<file path="src/rtl/gpio_bank_pkg.sv">
package gpio_bank_pkg;

    localparam int ADDR_W = 4;

    // Word addresses of the bank registers
    typedef enum logic [ADDR_W-1:0] {
        REG_DIR        = 4'd0,
        REG_LEVEL_IN   = 4'd1,
        REG_OUT_VAL    = 4'd2,
        REG_OUT_SET    = 4'd3,
        REG_OUT_CLR    = 4'd4,
        REG_EVT_FLAGS  = 4'd5,
        REG_EVT_EN_SET = 4'd6,
        REG_EVT_EN_CLR = 4'd7,
        REG_TRIG_RISE  = 4'd8,
        REG_TRIG_FALL  = 4'd9,
        REG_TRIG_LOW   = 4'd10,
        REG_TRIG_HIGH  = 4'd11
    } reg_sel_e;

    // Arming state of the trigger configuration
    typedef enum logic {
        ARM_RUN    = 1'b0,
        ARM_SETTLE = 1'b1
    } arm_state_e;

endpackage

</file>
<file path="src/rtl/gpio_bank_sync.sv">
module gpio_bank_sync #(
    parameter int W = 32
) (
    input  logic         clk,
    input  logic         rst_n,
    input  logic [W-1:0] pad_in,
    output logic [W-1:0] lvl,
    output logic [W-1:0] lvl_prev
);

    logic [W-1:0] meta_q;

    // Two-flop synchronizer plus one history stage for edge compare
    always_ff @(posedge clk or negedge rst_n) begin
        if (!rst_n) begin
            meta_q   <= '0;
            lvl      <= '0;
            lvl_prev <= '0;
        end else begin
            meta_q   <= pad_in;
            lvl      <= meta_q;
            lvl_prev <= lvl;
        end
    end

endmodule

</file>
<file path="src/rtl/gpio_bank_regs.sv">
module gpio_bank_regs
    import gpio_bank_pkg::*;
#(
    parameter int W = 32
) (
    input  logic              clk,
    input  logic              rst_n,
    input  logic              bus_wr,
    input  logic              bus_rd,
    input  logic [ADDR_W-1:0] bus_addr,
    input  logic [W-1:0]      bus_wdata,
    output logic [W-1:0]      bus_rdata,
    input  logic [W-1:0]      level_in,
    input  logic [W-1:0]      flags,
    output logic [W-1:0]      dir_q,
    output logic [W-1:0]      out_q,
    output logic [W-1:0]      en_q,
    output logic [W-1:0]      rise_q,
    output logic [W-1:0]      fall_q,
    output logic [W-1:0]      low_q,
    output logic [W-1:0]      high_q,
    output logic [W-1:0]      flags_clr,
    output logic              cfg_wr
);

    logic          wr_dir, wr_set, wr_clr, wr_flags, wr_en_set, wr_en_clr;
    logic          wr_rise, wr_fall, wr_low, wr_high;
    logic [W-1:0]  rd_mux;

    always_comb begin
        wr_dir    = bus_wr && (bus_addr == REG_DIR);
        wr_set    = bus_wr && (bus_addr == REG_OUT_SET);
        wr_clr    = bus_wr && (bus_addr == REG_OUT_CLR);
        wr_flags  = bus_wr && (bus_addr == REG_EVT_FLAGS);
        wr_en_set = bus_wr && (bus_addr == REG_EVT_EN_SET);
        wr_en_clr = bus_wr && (bus_addr == REG_EVT_EN_CLR);
        wr_rise   = bus_wr && (bus_addr == REG_TRIG_RISE);
        wr_fall   = bus_wr && (bus_addr == REG_TRIG_FALL);
        wr_low    = bus_wr && (bus_addr == REG_TRIG_LOW);
        wr_high   = bus_wr && (bus_addr == REG_TRIG_HIGH);
        cfg_wr    = wr_rise || wr_fall || wr_low || wr_high;
        flags_clr = wr_flags ? bus_wdata : '0;
    end

    always_ff @(posedge clk or negedge rst_n) begin
        if (!rst_n) begin
            dir_q  <= '1;
            out_q  <= '0;
            en_q   <= '0;
            rise_q <= '0;
            fall_q <= '0;
            low_q  <= '0;
            high_q <= '0;
        end else begin
            if (wr_dir)    dir_q  <= bus_wdata;
            if (wr_set)    out_q  <= out_q | bus_wdata;
            if (wr_clr)    out_q  <= out_q & ~bus_wdata;
            if (wr_en_set) en_q   <= en_q | bus_wdata;
            if (wr_en_clr) en_q   <= en_q & ~bus_wdata;
            if (wr_rise)   rise_q <= bus_wdata;
            if (wr_fall)   fall_q <= bus_wdata;
            if (wr_low)    low_q  <= bus_wdata;
            if (wr_high)   high_q <= bus_wdata;
        end
    end

    always_comb begin
        case (bus_addr)
            REG_DIR:        rd_mux = dir_q;
            REG_LEVEL_IN:   rd_mux = level_in;
            REG_OUT_VAL,
            REG_OUT_SET,
            REG_OUT_CLR:    rd_mux = out_q;
            REG_EVT_FLAGS:  rd_mux = flags;
            REG_EVT_EN_SET,
            REG_EVT_EN_CLR: rd_mux = en_q;
            REG_TRIG_RISE:  rd_mux = rise_q;
            REG_TRIG_FALL:  rd_mux = fall_q;
            REG_TRIG_LOW:   rd_mux = low_q;
            REG_TRIG_HIGH:  rd_mux = high_q;
            default:        rd_mux = '0;
        endcase
    end

    always_ff @(posedge clk or negedge rst_n) begin
        if (!rst_n)      bus_rdata <= '0;
        else if (bus_rd) bus_rdata <= rd_mux;
    end

endmodule

</file>
<file path="src/rtl/gpio_bank_detect.sv">
module gpio_bank_detect
    import gpio_bank_pkg::*;
#(
    parameter int W     = 32,
    parameter int DELAY = 5
) (
    input  logic           clk,
    input  logic           rst_n,
    input  logic           cfg_wr,
    input  logic [W-1:0]   rise_cfg,
    input  logic [W-1:0]   fall_cfg,
    input  logic [W-1:0]   low_cfg,
    input  logic [W-1:0]   high_cfg,
    input  logic [W-1:0]   lvl,
    input  logic [W-1:0]   lvl_prev,
    input  logic [W-1:0]   en,
    input  logic [W-1:0]   clr,
    output logic [W-1:0]   flags,
    output logic [4*W-1:0] eff_cfg
);

    localparam int CW = (DELAY > 1) ? $clog2(DELAY) : 1;
    localparam logic [CW-1:0] CNT_LOAD = CW'(DELAY - 1);

    arm_state_e    state_q, state_d;
    logic [CW-1:0] cnt_q, cnt_d;
    logic          take_cfg;
    logic [W-1:0]  eff_rise, eff_fall, eff_low, eff_high;
    logic [W-1:0]  hit;

    // State register
    always_ff @(posedge clk or negedge rst_n) begin
        if (!rst_n) begin
            state_q <= ARM_RUN;
            cnt_q   <= '0;
        end else begin
            state_q <= state_d;
            cnt_q   <= cnt_d;
        end
    end

    // Next state and outputs
    always_comb begin
        state_d  = state_q;
        cnt_d    = cnt_q;
        take_cfg = 1'b0;
        unique case (state_q)
            ARM_RUN: begin
                if (cfg_wr) begin
                    state_d = ARM_SETTLE;
                    cnt_d   = CNT_LOAD;
                end
            end
            ARM_SETTLE: begin
                if (cfg_wr) begin
                    cnt_d = CNT_LOAD;
                end else if (cnt_q == '0) begin
                    state_d  = ARM_RUN;
                    take_cfg = 1'b1;
                end else begin
                    cnt_d = cnt_q - 1'b1;
                end
            end
        endcase
    end

    always_ff @(posedge clk or negedge rst_n) begin
        if (!rst_n) begin
            eff_rise <= '0;
            eff_fall <= '0;
            eff_low  <= '0;
            eff_high <= '0;
        end else if (take_cfg) begin
            eff_rise <= rise_cfg;
            eff_fall <= fall_cfg;
            eff_low  <= low_cfg;
            eff_high <= high_cfg;
        end
    end

    assign eff_cfg = {eff_high, eff_low, eff_fall, eff_rise};

    // Per-pin event detection, gated by the interrupt enable
    for (genvar i = 0; i < W; i++) begin : g_pin
        always_comb begin
            hit[i] = en[i] && ((eff_rise[i] &&  lvl[i] && !lvl_prev[i]) ||
                               (eff_fall[i] && !lvl[i] &&  lvl_prev[i]) ||
                               (eff_low[i]  && !lvl[i]) ||
                               (eff_high[i] &&  lvl[i]));
        end

        // New event outranks a clear in the same cycle
        always_ff @(posedge clk or negedge rst_n) begin
            if (!rst_n)      flags[i] <= 1'b0;
            else if (hit[i]) flags[i] <= 1'b1;
            else if (clr[i]) flags[i] <= 1'b0;
        end
    end

endmodule

</file>
<file path="src/rtl/gpio_bank.sv">
module gpio_bank
    import gpio_bank_pkg::*;
#(
    parameter int W            = 32,
    parameter int DETECT_DELAY = 5
) (
    input  logic              clk,
    input  logic              rst_n,
    input  logic              bus_wr,
    input  logic              bus_rd,
    input  logic [ADDR_W-1:0] bus_addr,
    input  logic [W-1:0]      bus_wdata,
    output logic [W-1:0]      bus_rdata,
    input  logic [W-1:0]      pad_in,
    output logic [W-1:0]      pad_out,
    output logic [W-1:0]      pad_dir,
    output logic              irq
);

    logic [W-1:0]   lvl, lvl_prev;
    logic [W-1:0]   dir_q, out_q, en_q;
    logic [W-1:0]   rise_q, fall_q, low_q, high_q;
    logic [W-1:0]   flags_q, flags_clr;
    logic           cfg_wr;
    logic [4*W-1:0] eff_cfg;

    gpio_bank_sync #(.W(W)) u_sync (
        .clk      (clk),
        .rst_n    (rst_n),
        .pad_in   (pad_in),
        .lvl      (lvl),
        .lvl_prev (lvl_prev)
    );

    gpio_bank_regs #(.W(W)) u_regs (
        .clk       (clk),
        .rst_n     (rst_n),
        .bus_wr    (bus_wr),
        .bus_rd    (bus_rd),
        .bus_addr  (bus_addr),
        .bus_wdata (bus_wdata),
        .bus_rdata (bus_rdata),
        .level_in  (lvl),
        .flags     (flags_q),
        .dir_q     (dir_q),
        .out_q     (out_q),
        .en_q      (en_q),
        .rise_q    (rise_q),
        .fall_q    (fall_q),
        .low_q     (low_q),
        .high_q    (high_q),
        .flags_clr (flags_clr),
        .cfg_wr    (cfg_wr)
    );

    gpio_bank_detect #(.W(W), .DELAY(DETECT_DELAY)) u_detect (
        .clk      (clk),
        .rst_n    (rst_n),
        .cfg_wr   (cfg_wr),
        .rise_cfg (rise_q),
        .fall_cfg (fall_q),
        .low_cfg  (low_q),
        .high_cfg (high_q),
        .lvl      (lvl),
        .lvl_prev (lvl_prev),
        .en       (en_q),
        .clr      (flags_clr),
        .flags    (flags_q),
        .eff_cfg  (eff_cfg)
    );

    assign pad_out = out_q;
    assign pad_dir = dir_q;
    assign irq     = |(flags_q & en_q);

endmodule

</file>
<file path="config.mk">
export PLATFORM = sky130hd
export DESIGN_NAME = gpio_bank
export DESIGN_NICKNAME = d
export VERILOG_FILES = /design/src/rtl/gpio_bank_pkg.sv /design/src/rtl/gpio_bank_sync.sv /design/src/rtl/gpio_bank_regs.sv /design/src/rtl/gpio_bank_detect.sv /design/src/rtl/gpio_bank.sv
export SDC_FILE = /design/constraint.sdc
export NUM_CORES = 1
export LEC_CHECK = 0
export BUFFER_PORTS_ARGS = -buffer_cell sky130_fd_sc_hd__buf_2
export CORE_ASPECT_RATIO = 1.25
export CORE_MARGIN = 4
export CORE_UTILIZATION = 25
export CTS_CLUSTER_SIZE = 40
export DETAILED_ROUTE_END_ITERATION = 8
export HOLD_SLACK_MARGIN = 0.08
export SLEW_MARGIN = 40
export SYNTH_ARGS = -nofsm -noshare
export SYNTH_HDL_FRONTEND = slang
export SYNTH_HIERARCHICAL = 1
export SYNTH_SLANG_ARGS = --single-unit
</file>
<file path="constraint.sdc">
create_clock -name clk -period 3.4 [get_ports clk]
set_input_delay 0.51 -clock clk [delete_from_list [all_inputs] [get_ports clk]]
set_output_delay 0.51 -clock clk [all_outputs]
set_load 0.03 [all_outputs]
</file>
# Yosys cells after proc, flatten, opt, wreduce, memory -nomap -nowiden
# Cells that the tools add are included.
totals:
  regBits: 516
  input_bits: 72
  out_inout_bits: 97
  word_cells: 588
classes:
  addsub: 1
  eq_ne: 13
  n_mux: 81
  bitwise: 7
  reduce_logical: 437
ops:
  columns: ["operator", "n"]
  rows:
  - ["32-bit case mux with 9 select lines", 1]
  - ["1-bit logical AND", 234]
  - ["32-bit 2-to-1 mux", 5]
  - ["1-bit logical OR", 99]
  - ["32-bit bitwise AND", 3]
  - ["1-bit 2-to-1 mux", 70]
  - ["2-bit nonzero test", 34]
  - ["1-bit logical NOT", 64]
  - ["32-bit OR", 2]
  - ["32-bit inverter", 1]
  - ["32-bit OR reduction", 1]
  - ["4-bit by 3-bit equality test with 1-bit output (second input constant)", 4]
  - ["4-bit equality test (second input constant)", 4]
  - ["3-bit 2-to-1 mux", 3]
  - ["4-bit by 2-bit equality test with 1-bit output (second input constant)", 2]
  - ["3-bit case mux with 2 select lines", 1]
  - ["4-bit by 1-bit equality test with 1-bit output (second input constant)", 1]
  - ["4-bit logical NOT", 1]
  - ["3-bit logical NOT", 1]
  - ["3-bit != test (second input constant)", 1]
  - ["3-bit OR reduction", 1]
  - ["3-bit by 1-bit subtractor with 3-bit output (second input constant)", 1]
  - ["2-bit != test (second input constant)", 1]
  - ["1-bit case mux with 2 select lines", 1]
  - ["other kinds (3)", 3]

# Logic depth before layout (Yosys ltp)
depth:
  word_depth: 8
  depth_mapped: 9

# Hierarchy
# The synthesis kept the hierarchy.
modules_own_cells:
  columns: ["mod", "n_inst", "cells_per_inst", "area_per_inst_um2", "seq_area_each_um2"]
  rows:
  - ["gpio_bank_regs", 1, 1045, 12092.8, 6446.2]
  - ["gpio_bank_detect", 1, 513, 7001.7, 4103.9]
  - ["gpio_bank_sync", 1, 96, 2402.3, 2402.3]
  - ["gpio_bank", 1, 21, 157.7, 0.0]

# Worst setup path before layout
# OpenSTA, ideal clock, no wires.
synth_path:
  path_type: "input-to-reg"
  startpoint: "in bus_addr[2]"
  endpoint: "reg u_regs.rise_q[10]"
  arrival_time_ns: 1.821
  required_time_ns: 3.275
  setup_slack_ns: 1.454
  stages: 6
  n_path_buf: 3
  cell_sequence: "buf_2 > or2_2 > clkbuf_1 > nor3_4 > buf_4 > mux2_2"
synth_via:
  elab_chain_len: 2
synth_rtl:
  columns: ["element", "line_no", "text"]
  rows:
  - ["start, declared", "gpio_bank.sv:11", "input logic [ADDR_W-1:0] bus_addr,"]
  - ["4-bit equality test", "gpio_bank_regs.sv:37", "wr_rise = bus_wr && (bus_addr == REG_TRIG_RISE);"]
  - ["1-bit logical AND", "gpio_bank_regs.sv:37", null]
  - ["end signal, assigned", "gpio_bank_regs.sv:60", "if (wr_rise) rise_q <= bus_wdata;"]
  - ["end, declared", "gpio_bank_regs.sv:18", "output logic [W-1:0] rise_q,"]
# Every way passes these cells.
# A chain may end at the register's enable or synchronous reset.

==> results.sh <==
export IMPL_status="finished clean"
export IMPL_slew_viol_final=0
export IMPL_die_area_sq_um=91400
export IMPL_worst_path_buf_inv=1
export IMPL_drc=0
export IMPL_num_vias=15200
export IMPL_antenna_found_initial=9
export IMPL_min_path_type="in2reg"
export IMPL_finalHoldViolations=0
export IMPL_worst_pin_slew_ps=859
export IMPL_ff_latch_area_sq_um=13000
export IMPL_min_period_over_period_pct=88.6
export IMPL_path_cells="a22oi_1 -> nand4_1 -> or4_1 -> buf_2"
export IMPL_htree_levels=2
export IMPL_r2r_start="u_detect/cnt_q[0]"
export IMPL_clock_latency_ps=610
export IMPL_placed_area_sq_um=24100
export IMPL_rsz0062_at_grt="false"
export IMPL_ir_worst_vdd_uv=341
export IMPL_fill_cells=8573
export IMPL_worstReg2RegEnd="u_detect/eff_rise[2]"
export IMPL_synth_commonest_cells="dfrtp_1, mux2_2, inv_1"
export IMPL_initial_core_util_pct=25.3
export IMPL_grt_max_degree=96
export IMPL_cp_endpoint="irq"
export IMPL_cts_sinks=516
export IMPL_port_buffers=168
export IMPL_synth_flop_cell="dfrtp_1"
export IMPL_critPathMaxStageDelay_ps=680
export IMPL_final_area_sq_um=26300
export IMPL_detail_route_wl_per_cell_um=23.2
export IMPL_power_density_nw_per_um2=715
export IMPL_synth_most_common_cell="dfrtp_1"
export IMPL_rows=120
export IMPL_critPathLaunchType="flip-flop"
export IMPL_arrival_ps=2500
export IMPL_synth_seq_cells=516
export IMPL_die_x_um=271
export IMPL_reg2regPathDepth=6
export IMPL_grt_pass1_vias=15800
export IMPL_async_flop_share_pct=100
export IMPL_syn_num_nets=1749
export IMPL_synthDistinctLibCells=51
export IMPL_grt_pass1_wl_um=105000
export IMPL_yosysSeqAreaShare_pct=59.8
export IMPL_critical_path_class="reg2out"
export IMPL_post_route_cells_drive_above_1_share_pct=33.9
export IMPL_cts_repair_resized=0
export IMPL_ys_warn_count=6
export IMPL_area_delta_synth_final_pct=21.3
export IMPL_gp_congestion=0.874
export IMPL_fin_cells=3105
export IMPL_crit_path_max_fanout=4
export IMPL_max_cap_viol_count=0
export IMPL_crit_path_end_kind="output port"
export IMPL_synth_top_area_share_pct=55.9
export IMPL_hpwl_um=49300
export IMPL_placed_cells=2975
export IMPL_synth_top_area_cell="dfrtp_1"
export IMPL_multi_input_area_sq_um=7730
export IMPL_io_pins=169
export IMPL_layout_nets=1977
export IMPL_cts_root_buffer="clkbuf_16"
export IMPL_crit_slowest_cell="or4_1"
export IMPL_first_pass_iters=7
export IMPL_synth_edf_count=0
export IMPL_grt_total_usage_pct=15.2
export IMPL_core_sq_um=85700
export IMPL_drt_total_wl_um=71900
export IMPL_critPathRequiredTime_ps=2890
export IMPL_synth_area_sq_um=21700
export IMPL_vias_per_cell=4.90
export IMPL_synthTopCellsByArea="dfrtp_1, mux2_2, dfstp_2"
export IMPL_clockBufferDepth=3
export IMPL_r2r_setup_slack_ps=1240
export IMPL_setup_viol_count_final=0
export IMPL_dieHeight_um=337
export IMPL_overflow=0
export IMPL_cts_buffers=50
export IMPL_tns_ps=0
export IMPL_critical_path_top_delay_family="simple AND/OR/NAND/NOR gates"
export IMPL_fmax_ghz=0.332
export IMPL_leakagePower_uw=0.0114
export IMPL_syn_area_per_cell_sq_um=12.9
export IMPL_path_depth=4
export IMPL_cts_clk_slew_worst_paths_ps=60
export IMPL_relSlewSlack_pct=42.6
export IMPL_synthCells=1675
export IMPL_drtAntennaViolNets=0
export IMPL_min_period_ps=3010
export IMPL_fin_worst_skew_ps=28.4
export IMPL_drtIter0Drc=1271
export IMPL_cts_tree="done"
[logic make-up after synthesis]
| family | Yosys count | share of synthesized area (%) |
|---|---|---|
| flops | 516 | 59.8 |
| compound gates | 390 | 12.4 |
| buf+inv | 220 | 4.78 |
| mux | 345 | 17.6 |
| fa+ha+maj | 2 | 0.116 |
| simple gates | 202 | 5.24 |
[power breakdown]
part           internal [uW]  switching [uW]  total [uW]
clock                   3530            2420        5950
sequential              7690            1180        8880
combinational           1860            2080        3950
[metal layers]
metal / track usage (%) / part of all wire (%) / vias up / wire [um]
met5: 0 / 0.071 / - / 51
met1: 18.6 / 40 / 7927 / 28500
met2: 25.7 / 48 / 592 / 34900
li1: - / - / 6525 / -
met4: 6.04 / 4.1 / 10 / 2960
met3: 3.99 / 7.6 / 169 / 5490
[cell type report]
type                    count  share of cell area (%)
well taps                1159                    5.52
diodes                      3                  0.0286
multi-input cells         939                    29.4
inverters                 123                    1.76
repair buffers            273                    7.25
clock buffers              72                    5.58
clock inverters            20                    1.17
flip-flops and latches    516                    49.3
[timing repair]
| item | CTS | global route |
|---|---|---|
| hold buffers | 33 | 0 |
| hold endpoints to repair | 112 | 0 |
| buffers inserted | 0 | 0 |
| endpoints found under the setup margin | 0 | 0 |
[layout by cell type (no fill, tap or decap), drive strengths merged, types with 4 or more instances in the layout]
cell and instances:
a22oi 89, dlygate4sd3 33, nand3b 4, nand2 51, dfrtp 484, and2 39
nor3 19, a22o 46, a21oi 75, nand4 4, dfstp 32, a211oi 42
nand2b 38, o21ai 11, clkinv 9, clkinvlp 4, a221oi 7, clkbuf 72
mux2 289, nor2 15, o2bb2ai 10, a2111oi 7, a31oi 32, o22ai 64
buf 240, inv 123, bufinv 7, mux2i 56, and3 10, nor2b 12
[worst register-to-register path: stages (launching register included)]
cell      delay, ps
dfrtp_1         360
inv_1           130
ha_1            250
nand2b_4        100
nor3b_4         300
buf_12          420
mux2_2          490
[through the flow]
| step | power, uW | util (%) | worst slack (ps) | hold WS, ps |
|---|---|---|---|---|
| after global placement | 12700 | 28.1 | 728 | 336 |
| final | 18800 | 30.6 | 388 | 201 |
| after detailed placement | 12900 | 28.1 | 744 | 335 |
| after CTS | 18900 | 30.6 | 450 | 171 |
| after global routing | 19600 | 30.6 | 366 | 201 |
| after floorplan | 11300 | - | 1450 | 214 |
[worst min-delay path by stage]
stage | endpoint | cells after the start | start
6_report | flip-flop | 2 | bus_wdata[26]
4_1_cts | flip-flop | 2 | bus_wdata[26]
5_1_grt | flip-flop | 2 | bus_wdata[7]
2_1_floorplan | u_detect/cnt_q[0] | 0 | rst_n
3_3_place_gp | u_sync/lvl[22] | 0 | u_sync/meta_q[22]
3_5_place_dp | u_sync/lvl[12] | 0 | u_sync/meta_q[12]
No activity file was read; power rests on OpenSTA's default activity.
